**src/rtl/ramc_regs_pkg.sv**
```systemverilog
package ramc_regs_pkg;

  localparam int unsigned BUS_W  = 32;
  localparam int unsigned SRC_N  = 11;
  localparam int unsigned CTL_W  = 4;
  localparam int unsigned CODE_W = 4;
  localparam int unsigned FFA_W  = 20;
  localparam int unsigned SYN_W  = 16;
  localparam int unsigned RDY_W  = 16;
  localparam int unsigned IDX_W  = 6;   // word index width of the mapped window

  localparam logic [CTL_W-1:0] CTL_RST   = '1;
  localparam logic [RDY_W-1:0] RDY_VALUE = '1;

  // word indices (byte offset / 4)
  localparam logic [IDX_W-1:0] IX_CTL  = 6'd0;
  localparam logic [IDX_W-1:0] IX_STS  = 6'd1;
  localparam logic [IDX_W-1:0] IX_MSK  = 6'd2;
  localparam logic [IDX_W-1:0] IX_ENA  = 6'd3;
  localparam logic [IDX_W-1:0] IX_DIS  = 6'd4;
  localparam logic [IDX_W-1:0] IX_IMPL = 6'd5;
  localparam logic [IDX_W-1:0] IX_RDY  = 6'd6;
  localparam logic [IDX_W-1:0] IX_CEA  = 6'd8;
  localparam logic [IDX_W-1:0] IX_CES  = 6'd9;
  localparam logic [IDX_W-1:0] IX_UEA  = 6'd10;
  localparam logic [IDX_W-1:0] IX_UES  = 6'd11;

  typedef struct packed {
    logic ctl;
    logic sts;
    logic msk;
    logic ena;
    logic dis;
  } wstb_t;

  function automatic int size_to_code(input longint unsigned nbytes);
    case (nbytes)
      64'd65536:   return 0;
      64'd131072:  return 1;
      64'd262144:  return 2;
      64'd524288:  return 3;
      64'd1048576: return 4;
      default:     return -1;
    endcase
  endfunction

endpackage

```
**src/rtl/ramc_bus_decode.sv**
```systemverilog
module ramc_bus_decode
  import ramc_regs_pkg::*;
#(
  parameter int unsigned ADDR_W = 8
) (
  input  logic              sel_i,
  input  logic              wr_i,
  input  logic [ADDR_W-1:0] addr_i,
  output wstb_t             wstb_o,
  output logic              rd_o,
  output logic [IDX_W-1:0]  idx_o
);

  localparam int unsigned OFF_W = ADDR_W - 2;

  logic [OFF_W-1:0] word_idx;
  logic             aligned;
  logic             in_win;
  logic             acc_ok;
  logic             wr_ok;

  always_comb begin
    word_idx = addr_i[ADDR_W-1:2];
    aligned  = (addr_i[1:0] == 2'b00);
    in_win   = ((word_idx >> IDX_W) == '0);
    acc_ok   = sel_i & aligned & in_win;
    wr_ok    = acc_ok & wr_i;
    rd_o     = acc_ok & ~wr_i;
    idx_o    = word_idx[IDX_W-1:0];

    wstb_o.ctl = wr_ok && (idx_o == IX_CTL);
    wstb_o.sts = wr_ok && (idx_o == IX_STS);
    wstb_o.msk = wr_ok && (idx_o == IX_MSK);
    wstb_o.ena = wr_ok && (idx_o == IX_ENA);
    wstb_o.dis = wr_ok && (idx_o == IX_DIS);
  end


  always_comb begin
    if (sel_i && (addr_i[1:0] != 2'b00)) begin
      misalign_quiet_chk: assert ((wstb_o == '0) && !rd_o)
        else $error("misaligned access produced a strobe");
    end
  end

endmodule

```
**src/rtl/ramc_irq_core.sv**
```systemverilog
module ramc_irq_core #(
  parameter int unsigned SRC_N = 11
) (
  input  logic             clk,
  input  logic             rst_n,
  input  logic [SRC_N-1:0] evt_i,
  input  logic             sts_we_i,
  input  logic             msk_we_i,
  input  logic             ena_we_i,
  input  logic             dis_we_i,
  input  logic [SRC_N-1:0] wdata_i,
  output logic [SRC_N-1:0] sts_o,
  output logic [SRC_N-1:0] msk_o,
  output logic             irq_o
);

  logic [SRC_N-1:0] sts_q, sts_d;
  logic [SRC_N-1:0] msk_q, msk_d;
  logic             sts_en, msk_en;

  always_comb begin
    sts_en = sts_we_i | (|evt_i);
    sts_d  = sts_q;
    if (sts_we_i) sts_d = sts_d & ~wdata_i;
    sts_d  = sts_d | evt_i;   // a new event beats a same-cycle clear

    msk_en = ena_we_i | dis_we_i;
    msk_d  = msk_q;
    if (ena_we_i) msk_d = msk_d & ~wdata_i;
    if (dis_we_i) msk_d = msk_d | wdata_i;
  end

  always_ff @(posedge clk or negedge rst_n) begin
    if (!rst_n) begin
      sts_q <= '0;
      msk_q <= '1;
    end else begin
      if (sts_en) sts_q <= sts_d;
      if (msk_en) msk_q <= msk_d;
    end
  end

  assign sts_o = sts_q;
  assign msk_o = msk_q;
  assign irq_o = |(sts_q & ~msk_q);


  evt_sets_chk: assert property (@(posedge clk) disable iff (!rst_n)
    (evt_i != '0) |=> ((sts_q & $past(evt_i)) == $past(evt_i)));


  w1c_clears_chk: assert property (@(posedge clk) disable iff (!rst_n)
    (sts_we_i && (evt_i == '0)) |=> ((sts_q & $past(wdata_i)) == '0));


  mask_direct_ignored_chk: assert property (@(posedge clk) disable iff (!rst_n)
    (msk_we_i) |=> $stable(msk_q));


  enable_clears_chk: assert property (@(posedge clk) disable iff (!rst_n)
    (ena_we_i) |=> ((msk_q & $past(wdata_i)) == '0));


  disable_sets_chk: assert property (@(posedge clk) disable iff (!rst_n)
    (dis_we_i) |=> ((msk_q & $past(wdata_i)) == $past(wdata_i)));


  full_mask_silent_chk: assert property (@(posedge clk) disable iff (!rst_n)
    (msk_q == '1) |-> !irq_o);

endmodule

```
**src/rtl/ramc_err_capture.sv**
```systemverilog
module ramc_err_capture #(
  parameter int unsigned AW = 20,
  parameter int unsigned SW = 16
) (
  input  logic          clk,
  input  logic          rst_n,
  input  logic          cap_i,
  input  logic [AW-1:0] addr_i,
  input  logic [SW-1:0] syn_i,
  output logic [AW-1:0] addr_o,
  output logic [SW-1:0] syn_o
);

  logic [AW-1:0] addr_q, addr_d;
  logic [SW-1:0] syn_q, syn_d;

  always_comb begin
    addr_d = addr_i;
    syn_d  = syn_i;
  end

  always_ff @(posedge clk or negedge rst_n) begin
    if (!rst_n) begin
      addr_q <= '0;
      syn_q  <= '0;
    end else if (cap_i) begin
      addr_q <= addr_d;
      syn_q  <= syn_d;
    end
  end

  assign addr_o = addr_q;
  assign syn_o  = syn_q;


  cap_load_chk: assert property (@(posedge clk) disable iff (!rst_n)
    cap_i |=> ((addr_o == $past(addr_i)) && (syn_o == $past(syn_i))));


  cap_hold_chk: assert property (@(posedge clk) disable iff (!rst_n)
    !cap_i |=> ($stable(addr_o) && $stable(syn_o)));

endmodule

```
**src/rtl/ramc_irq_regs.sv**
```systemverilog
module ramc_irq_regs
  import ramc_regs_pkg::*;
#(
  parameter longint unsigned RAM_BYTES = 64'd1048576,
  parameter int unsigned     ADDR_W    = 8
) (
  input  logic              clk,
  input  logic              rst_n,
  input  logic              bus_sel_i,
  input  logic              bus_wr_i,
  input  logic [ADDR_W-1:0] bus_addr_i,
  input  logic [31:0]       bus_wdata_i,
  output logic [31:0]       bus_rdata_o,
  input  logic [10:0]       err_evt_i,
  input  logic              ce_cap_i,
  input  logic [19:0]       ce_addr_i,
  input  logic [15:0]       ce_syn_i,
  input  logic              ue_cap_i,
  input  logic [19:0]       ue_addr_i,
  input  logic [15:0]       ue_syn_i,
  output logic              irq_o
);

  localparam int               SIZE_CODE = size_to_code(RAM_BYTES);
  localparam logic [CODE_W-1:0] IMPL_VAL = (SIZE_CODE < 0) ? '0 : CODE_W'(SIZE_CODE);
  localparam int unsigned      CAP_N     = 2;

  generate
    if (SIZE_CODE < 0) begin : g_bad_size
      $error("ramc_irq_regs: RAM_BYTES must be 64K, 128K, 256K, 512K or 1M");
    end
    if (ADDR_W < IDX_W + 2) begin : g_bad_addr
      $error("ramc_irq_regs: ADDR_W too small for the register window");
    end
  endgenerate

  // reset: asserted asynchronously, released on the clock
  logic [1:0] rs_q;
  logic       rst_sync_n;

  always_ff @(posedge clk or negedge rst_n) begin
    if (!rst_n) rs_q <= 2'b00;
    else        rs_q <= {rs_q[0], 1'b1};
  end
  assign rst_sync_n = rs_q[1];

  // decode
  wstb_t            wstb;
  logic             rd;
  logic [IDX_W-1:0] idx;

  ramc_bus_decode #(.ADDR_W(ADDR_W)) u_dec (
    .sel_i  (bus_sel_i),
    .wr_i   (bus_wr_i),
    .addr_i (bus_addr_i),
    .wstb_o (wstb),
    .rd_o   (rd),
    .idx_o  (idx)
  );

  // error-control register
  logic [CTL_W-1:0] ctl_q, ctl_d;

  always_comb begin
    ctl_d = bus_wdata_i[CTL_W-1:0];
  end

  always_ff @(posedge clk or negedge rst_sync_n) begin
    if (!rst_sync_n)  ctl_q <= CTL_RST;
    else if (wstb.ctl) ctl_q <= ctl_d;
  end

  // interrupt status and mask
  logic [SRC_N-1:0] sts, msk;

  ramc_irq_core #(.SRC_N(SRC_N)) u_irq (
    .clk      (clk),
    .rst_n    (rst_sync_n),
    .evt_i    (err_evt_i),
    .sts_we_i (wstb.sts),
    .msk_we_i (wstb.msk),
    .ena_we_i (wstb.ena),
    .dis_we_i (wstb.dis),
    .wdata_i  (bus_wdata_i[SRC_N-1:0]),
    .sts_o    (sts),
    .msk_o    (msk),
    .irq_o    (irq_o)
  );

  // capture pairs: index 0 correctable, 1 uncorrectable
  logic [CAP_N-1:0]            cap_stb;
  logic [CAP_N-1:0][FFA_W-1:0] cap_a_in, cap_a;
  logic [CAP_N-1:0][SYN_W-1:0] cap_s_in, cap_s;

  assign cap_stb  = {ue_cap_i, ce_cap_i};
  assign cap_a_in = {ue_addr_i, ce_addr_i};
  assign cap_s_in = {ue_syn_i, ce_syn_i};

  genvar k;
  generate
    for (k = 0; k < CAP_N; k++) begin : g_cap
      ramc_err_capture #(.AW(FFA_W), .SW(SYN_W)) u_cap (
        .clk    (clk),
        .rst_n  (rst_sync_n),
        .cap_i  (cap_stb[k]),
        .addr_i (cap_a_in[k]),
        .syn_i  (cap_s_in[k]),
        .addr_o (cap_a[k]),
        .syn_o  (cap_s[k])
      );
    end
  endgenerate

  // read mux
  logic [BUS_W-1:0] rdata_d;

  always_comb begin
    rdata_d = '0;
    if (rd) begin
      case (idx)
        IX_CTL:  rdata_d[CTL_W-1:0]  = ctl_q;
        IX_STS:  rdata_d[SRC_N-1:0]  = sts;
        IX_MSK:  rdata_d[SRC_N-1:0]  = msk;
        IX_IMPL: rdata_d[CODE_W-1:0] = IMPL_VAL;
        IX_RDY:  rdata_d[RDY_W-1:0]  = RDY_VALUE;
        IX_CEA:  rdata_d[FFA_W-1:0]  = cap_a[0];
        IX_CES:  rdata_d[SYN_W-1:0]  = cap_s[0];
        IX_UEA:  rdata_d[FFA_W-1:0]  = cap_a[1];
        IX_UES:  rdata_d[SYN_W-1:0]  = cap_s[1];
        default: rdata_d = '0;
      endcase
    end
  end

  assign bus_rdata_o = rdata_d;

  logic unused_wdata_hi;
  assign unused_wdata_hi = ^bus_wdata_i[BUS_W-1:SRC_N];


  ctl_write_chk: assert property (@(posedge clk) disable iff (!rst_sync_n)
    wstb.ctl |=> (ctl_q == $past(bus_wdata_i[CTL_W-1:0])));

endmodule

```
**config.mk**
```make
export PLATFORM = sky130hd
export DESIGN_NAME = ramc_irq_regs
export DESIGN_NICKNAME = d
export VERILOG_FILES = /design/src/rtl/ramc_regs_pkg.sv /design/src/rtl/ramc_bus_decode.sv /design/src/rtl/ramc_irq_core.sv /design/src/rtl/ramc_err_capture.sv /design/src/rtl/ramc_irq_regs.sv
export SDC_FILE = /design/constraint.sdc
export NUM_CORES = 1
export LEC_CHECK = 0
export CAP_MARGIN = 20
export CORE_ASPECT_RATIO = 0.6
export CORE_MARGIN = 2
export CORE_UTILIZATION = 40
export CTS_CLUSTER_SIZE = 20
export DETAILED_ROUTE_END_ITERATION = 16
export GPL_TIMING_DRIVEN = 1
export PLACE_DENSITY = 0.74
export SLEW_MARGIN = 30
export SYNTH_ARGS = -nofsm -noshare
export SYNTH_HDL_FRONTEND = slang
export SYNTH_SLANG_ARGS = --single-unit
```
**constraint.sdc**
```tcl
create_clock -name clk -period 2.75 [get_ports clk]
set_clock_uncertainty 0.1 [all_clocks]
set_input_delay 0.275 -clock clk [delete_from_list [all_inputs] [get_ports clk]]
set_output_delay 0.275 -clock clk [all_outputs]
set_load 0.005 [all_outputs]
```
# Word-level counts from Yosys, hierarchy flattened
# Index checks and enable logic that the tools add are counted.
# Widths: inputs -> output; s select.
classes:
  mux: 8
  reduce_logical: 8
  eq_ne: 10
  bitwise_logic: 13
op_table:
  columns: ["op", "n"]
  rows:
  - ["$pmux 7 s7", 1]
  - ["$pmux 4 s9", 1]
  - ["$and 11x11->11", 3]
  - ["$mux 11", 3]
  - ["$pmux 5 s5", 1]
  - ["$eq 6x4->1 const B", 4]
  - ["$not 11->11", 2]
  - ["$or 11x11->11", 2]
  - ["$reduce_or 11->1", 2]
  - ["$mux 20", 1]
  - ["$eq 6x3->1 const B", 3]
  - ["$eq 6x2->1 const B", 2]
  - ["$pmux 4 s2", 1]
  - ["$eq 6x1->1 const B", 1]
  - ["$logic_not 6->1", 1]
  - ["$logic_and 1x1->1", 4]
  - ["$and 1x1->1", 3]
  - ["$logic_not 2->1", 1]
  - ["$or 1x1->1", 2]
  - ["$not 1->1", 1]
word_totals:
  input_bits: 129
  wordCells: 47
  regBits: 100

# Depth between registers and ports, before layout
# Gate-level depths: netlist (run 1).
depth:
  depth_word: 7
  depth_mapped: 7

# By module
# From an unflattened synthesis (run 1), not the netlist that was laid out.
unflattened:
  cells_unflattened: 382
  hier_area_um2: 5297.6
modules_own_cells:
  columns: ["module", "area_per_inst_um2", "seq_area_each_um2", "n_inst", "cells_per_inst"]
  rows:
  - ["ramc_err_capture", 1490.2, 900.9, 2, 76]
  - ["ramc_irq_regs", 1224.9, 155.1, 1, 129]
  - ["ramc_irq_core", 957.2, 564.3, 1, 84]
  - ["ramc_bus_decode", 135.1, 0.0, 1, 17]

# Least setup slack after synthesis (run 1)
# No wires, ideal clock.
synth_timing:
  path_kind: "input-to-output"
  startpoint: "input bus_wr_i"
  endpoint: "output bus_rdata_o[16]"
  t_arrival_ns: 1.477
  path_stages: 4
  setup_slack_ns: 0.898
  cell_sequence: "or4b_1 -> clkbuf_1 -> or3b_1 -> nor2_1"
synth_via:
  elab_chain_cells: 3
synth_lines:
  columns: ["item", "line", "rtl"]
  rows:
  - ["start: declaration", "ramc_irq_regs.sv:10", "input logic bus_wr_i,"]
  - ["$not 1->1", "ramc_bus_decode.sv:28", "rd_o = acc_ok & ~wr_i;"]
  - ["$and 1x1->1", "ramc_bus_decode.sv:28", null]
  - ["$mux 20", "ramc_irq_regs.sv:119", "if (rd) begin"]
  - ["end: declaration", "ramc_irq_regs.sv:13", "output logic [31:0] bus_rdata_o,"]
# Every way passes these cells.

# Worst setup path in the final report (run 1)
layout_timing:
  startpoint: "input bus_addr_i[1]"
  endpoint: "output bus_rdata_o[4]"
layout_via:
  elab_chain_cells: 4
layout_lines:
  columns: ["item", "line", "rtl"]
  rows:
  - ["start: declaration", "ramc_irq_regs.sv:11", "input logic [ADDR_W-1:0] bus_addr_i,"]
  - ["$logic_not 2->1", "ramc_bus_decode.sv:24", "aligned = (addr_i[1:0] == 2'b00);"]
  - ["$and 1x1->1", "ramc_bus_decode.sv:26", "acc_ok = sel_i & aligned & in_win;"]
  - ["$and 1x1->1", "ramc_bus_decode.sv:28", null]
  - ["$mux 20", "ramc_irq_regs.sv:119", null]
# Every way passes these cells.

==> results of run 1 <==
==> logic make-up after synthesis <==
family / Yosys count / share of synthesized area (%)
other: 2 / 0.154
AO/OA/AOI/OAI: 65 / 9.17
flip-flops: 100 / 51.8
multiplexers: 99 / 26.5
AND/OR/NAND/NOR: 81 / 7.73
buffers and inverters: 45 / 4.70
==> worst max-delay path, delay by kind of cell <==
family / cells / cell delay, ns
buffers and inverters: 2 / 0.94
and+or+nand+nor: 2 / 0.81
AOI/OAI and AO/OA: 2 / 0.27
==> stage by stage <==
| step | TNS (ns) | worst slack (ns) | cell area [um^2] | hold WS (ns) |
|---|---|---|---|---|
| 3_3_place_gp | -0.370 | -0.0667 | 6350 | 0.239 |
| 3_5_place_dp | -0.819 | -0.119 | 6350 | 0.236 |
| 6_report | 0 | 0.0669 | 6780 | 0.261 |
| 2_1_floorplan | 0 | 0.898 | 4910 | -0.121 |
| 4_1_cts | 0 | 0.00427 | 6720 | 0.266 |
| 5_1_grt | 0 | 0.00186 | 6780 | 0.285 |
==> metal layers <==
metal  vias to the layer above  track usage, %  wire length (um)
met2                       117            32.2              5900
met5                         -               0                 0
li1                       1664               -                 -
met3                        12            5.36               638
met1                      1801            26.8              5950
met4                         0            3.88                97
==> repair_timing <==
item | 4_1_cts | 5_1_grt
buffers inserted | 1 | 2
gates cloned | 0 | 0
hold buffers | 1 | 0
resized for setup | 5 | 20
endpoints found under the setup margin | 12 | 18
hold endpoints to repair | 2 | 0
pin swaps | 2 | 3
==> cell usage in the layout (no fill, tap or decap), types with 2 or more instances in the layout <==
cell type and n:
dfrtp_1 84, clkdlybuf4s50_1 112, nor2_1 11, inv_6 2, dfstp_2 15, inv_1 12
nor3_2 3, clkbuf_16 9, a221oi_1 2, o22ai_1 3, nand3_1 2, a31oi_1 4
mux2_2 79, mux2i_1 4, o2111ai_1 2, a21o_1 15, nor2_2 2, clkinv_8 2
mux4_2 16, nand2b_1 3, o21ai_0 8, inv_8 2, a22o_1 11, a21oi_1 14
buf_4 20, nand2_1 48, o2bb2ai_1 3, buf_2 3, dlymetal6s2s_1 12, conb_1 13
==> power breakdown <==
group / leakage [nW] / switching (mW) / internal (mW)
clock network: 0.160 / 0.620 / 0.741
logic: 1.52 / 0.173 / 0.317
registers: 1.12 / 0.0733 / 1.59
==> final cells by class <==
| class | instances | area [um^2] | share of cell area [%] |
|---|---|---|---|
| inverter | 12 | 45.0 | 0.664 |
| timing repair buffer | 150 | 1470 | 21.7 |
| clock buffer | 9 | 225 | 3.32 |
| clock inverter | 7 | 103 | 1.51 |
| tap | 165 | 206 | 3.05 |
| multi-input combinational | 258 | 2200 | 32.5 |
| sequential | 100 | 2520 | 37.2 |
==> final timing paths <==
check,start,end,slack (ns),depth (start not counted)
hold / removal,rs_q[0]$_DFF_PN0_,rs_q[1]$_DFF_PN0_,0.26,0
min in group asynchronous,rs_q[1]$_DFF_PN0_,g_cap[0].u_cap.syn_o[1]$_DFFE_PN0P_,0.28,0
setup / recovery,bus_addr_i[1],bus_rdata_o[4],0.07,6
hold reg to reg,rs_q[0]$_DFF_PN0_,rs_q[1]$_DFF_PN0_,0.26,0
max in group asynchronous,rs_q[1]$_DFF_PN0_,ctl_q[1]$_DFFE_PN1P_,1.48,1
setup reg to reg,rs_q[1]$_DFF_PN0_,ctl_q[1]$_DFFE_PN1P_,1.48,1
==> results.cfg, run 1 <==
[sta]
finalWorstPathRequiredPeriod_ns = 2.68
final.period_utilization_pct = 97.6
max_freq_mhz = 373
slew_viol_final = 0
rsz0062_at_grt = false
hold_violations = 0
setup_violations = 0
worst_slew_pin_slew_ns = 0.902
slew_headroom_pct = 39.8

[clock_tree]
cts_root_buffer = clkbuf_16
numCtsBuffers = 9
cts_htree_levels = 3
cts.path.max_buffers = 2
clk_pin_slew_ns = 0.07
tritoncts = yes
clock_latency_ns = 0.34
numClockSinks = 100

[power]
p_leak_nw = 2.80
peakVddDrop_uv = 307
fin_total_pwr_mw = 3.51
power_density_nw_per_um2 = 518

[floorplan]
coreArea_um2 = 12000
std_cell_rows = 31
ios = 162
die_area_um2 = 13100
initial_core_util_pct = 40.6
die_h_um = 89.5
die_w_um = 146

[routing]
drc = 0
ant_nets = 0
routedWlPerCell_um = 17.9
vias = 3594
dr.pass1.iters = 4
viasPerCell = 5.13
drt-total-wl_um = 12600
drt_iter0_drc = 241

[grt]
grt_pass1_wl_um = 19700
grt_start_max_net_pins = 54
grt_pass1_vias = 3729
track_usage_pct = 19.6
grt_remaining_overflow = 0
antenna_found_initial = 0

[place]
dpl.hpwl_um = 9160
portBuffers = 128
routabilityCongestion = 0.884
placed_cells = 681

[synthesis]
ys_seq_area_share_pct = 51.8
async_reset_ff_share_pct = 100
synthCells = 392
yosysMostFrequentCell = dfrtp_1
synth_top_area_share_pct = 43.7
synth_top_area_cell = dfrtp_1
synth_edf_count = 0
synth_area_um2 = 4870
post_synth_num_cell_types = 38
yosys-top-cells-count = dfrtp_1, mux2_2, nand2_1, mux4_2
yosys_warnings = 0
ys.flop_type = dfrtp_1
ys_top_cells_by_area = dfrtp_1, mux2_2, dfstp_2
avgSynthCellArea_um2 = 12.4
ys_seq_elements = 100

[critical_path]
end_kind = primary output
cp_common_cell = clkdlybuf4s50_1
cp.required_ns = 2.38
slowest_stage = or4b_4
crit_path_max_incr_delay_ns = 0.58
crit_chain = clkdlybuf4s50_1 > or4b_4 > nor3_4 > o21ai_4 > a21oi_1 > clkdlybuf4s50_1
startpoint_type = input pin
crit_type = in2out
crit_path_max_fanout = 7
arrival_ns = 2.31

[min_path]
hold_path.class = reg2reg

[run]
maxCapViolCount = 0

[final_layout]
nNetsFinal = 660
area_delta_synth_final_pct = 39.2
n_fill_cell = 973
drive_gt1_share_pct = 30.6
n_antenna_cell = 0
final_util_pct = 56.6
fin_cells = 701

[status]
status = finished, final reports clean
Power figures use the tool's default switching activity.
==> run 2: changes to the inputs <==
CORE_UTILIZATION = 42   (was 40)
PLACE_DENSITY = 0.77   (was 0.74)
==> results.cfg, run 2 (same netlist as run 1, synthesis figures left out) <==
[power]
power_density_nw_per_um2 = 506
peakVddDrop_uv = 305
p_leak_nw = 2.70

[critical_path]
startpoint = bus_addr_i[0]
crit_type = in2out
ff2ff_setup_slack_ns = 1.58
cp-endpoint = bus_rdata_o[19]
cp.required_ns = 2.38
end_kind = primary output
reg2reg_depth = 1
arrival_ns = 2.33
startpoint_type = input pin
r2r_start = rs_q[1]$_DFF_PN0_
crit_path_max_fanout = 3

[clock_tree]
cts.path.max_buffers = 2
clk_pin_slew_ns = 0.07
cts_htree_levels = 3
numClockSinks = 100
numCtsBuffers = 9
cts_root_buffer = clkbuf_16
tritoncts = yes
clock_latency_ns = 0.35

[grt]
track_usage_pct = 21.4
antenna_found_initial = 1
grt_pass1_vias = 3869
grt_remaining_overflow = 0
grt_pass1_wl_um = 20200
grt_start_max_net_pins = 55

[routing]
viasPerCell = 5.22
ant_nets = 0
drt_iter0_drc = 280
routedWlPerCell_um = 17.9
drt-total-wl_um = 12500
dr.pass1.iters = 5
vias = 3646
drc = 0

[place]
routabilityCongestion = 0.847
portBuffers = 128
dpl.hpwl_um = 9310

[final_layout]
drive_gt1_share_pct = 30.4
nNetsFinal = 661
area_delta_synth_final_pct = 38.2
layout_common_cells = clkdlybuf4s50_1, dfrtp_1, mux2_2, nand2_1, buf_4
n_fill_cell = 881
mostFrequentLayoutCell = clkdlybuf4s50_1

[floorplan]
die_h_um = 87.4
ios = 162
die_area_um2 = 12500
coreArea_um2 = 11300
die_w_um = 143
initial_core_util_pct = 43.1
std_cell_rows = 30

[sta]
final.period_utilization_pct = 98.2
hold_violations = 0
slew_headroom_pct = 40.1
whs_ns = 0.227
setup_violations = 0
worst_slew_pin_slew_ns = 0.898
slew_viol_final = 0
setup_tns_ns = 0
max_freq_mhz = 370
finalWorstPathRequiredPeriod_ns = 2.70

[status]
status = finished, final reports clean

[run]
maxCapViolCount = 0

[min_path]
hold_path.class = reg2async
[run 2: routing by layer]
layer  up-vias  GRT usage (%)  wire (um)
met5         -              0          0
met4         0           5.22        127
met3        14           6.76        937
met2       143           33.3       5640
met1      1824           29.3       5780
li1       1665              -          -
[run 2: what timing repair did]
| item | in CTS | in global routing |
|---|---|---|
| gates resized for setup | 7 | 11 |
| hold endpoints to repair | 2 | 0 |
| cloned | 0 | 0 |
| hold buffers | 1 | 0 |
| pin swaps | 1 | 3 |
| setup buffers | 0 | 3 |
| endpoints found under the setup margin | 15 | 14 |
[run 2: final cells by class]
| class | instances | area [um^2] | area share (%) |
|---|---|---|---|
| clock inverters | 7 | 70.1 | 1.04 |
| diodes | 1 | 2.50 | 0.0372 |
| clock buffers | 9 | 225 | 3.35 |
| multi-input cells | 258 | 2190 | 32.6 |
| inverters | 12 | 45.0 | 0.669 |
| well taps | 160 | 200 | 2.97 |
| flip-flops and latches | 100 | 2520 | 37.5 |
| repair buffers | 151 | 1470 | 21.9 |
[run 2: per-stage QoR]
| step | instance area, um^2 | util, % | setup WS (ns) | std cells | power, mW |
|---|---|---|---|---|---|
| CTS | 6680 | 59.1 | 0.00638 | 694 | 3.44 |
| global placement | 6350 | 56.2 | -0.0761 | 677 | 2.15 |
| finish | 6730 | 59.6 | 0.0482 | 698 | 3.41 |
| global route | 6730 | 59.6 | -0.0245 | 697 | 3.57 |
| detailed placement | 6350 | 56.2 | -0.145 | 677 | 2.18 |
| floorplan | 4910 | - | 0.898 | 403 | 1.93 |
[run 2: how the worst min path moves through the flow]
stage	start	endpoint	slack [ns]
after floorplan	rst_n	rs_q[0]$_DFF_PN0_	-0.12
after global placement	rs_q[0]$_DFF_PN0_	rs_q[1]$_DFF_PN0_	0.23
after detailed placement	rs_q[0]$_DFF_PN0_	rs_q[1]$_DFF_PN0_	0.24
after CTS	rs_q[0]$_DFF_PN0_	rs_q[1]$_DFF_PN0_	0.25
after global routing	rs_q[0]$_DFF_PN0_	rs_q[1]$_DFF_PN0_	0.27
final	rs_q[1]$_DFF_PN0_	g_cap[1].u_cap.addr_o[3]$_DFFE_PN0P_	0.23
[run 2: power breakdown]
part	switching, mW	leakage [nW]	internal, mW	total [mW]
Clock	0.618	0.147	0.640	1.26
Combinational	0.170	1.44	0.317	0.487
Sequential	0.0730	1.12	1.59	1.66
[run 2: worst max-delay path, stage by stage]
cell	delay, ns
clkdlybuf4s50_1	0.42
or4b_4	0.59
or3b_4	0.43
nor2_1	0.11
clkdlybuf4s50_1	0.50
==> run 3: changes to the inputs <==
ABC_AREA = 0   (was not set)
==> results of run 3 <==
The final DEF is identical to that of run 2; final timing and power are the same.
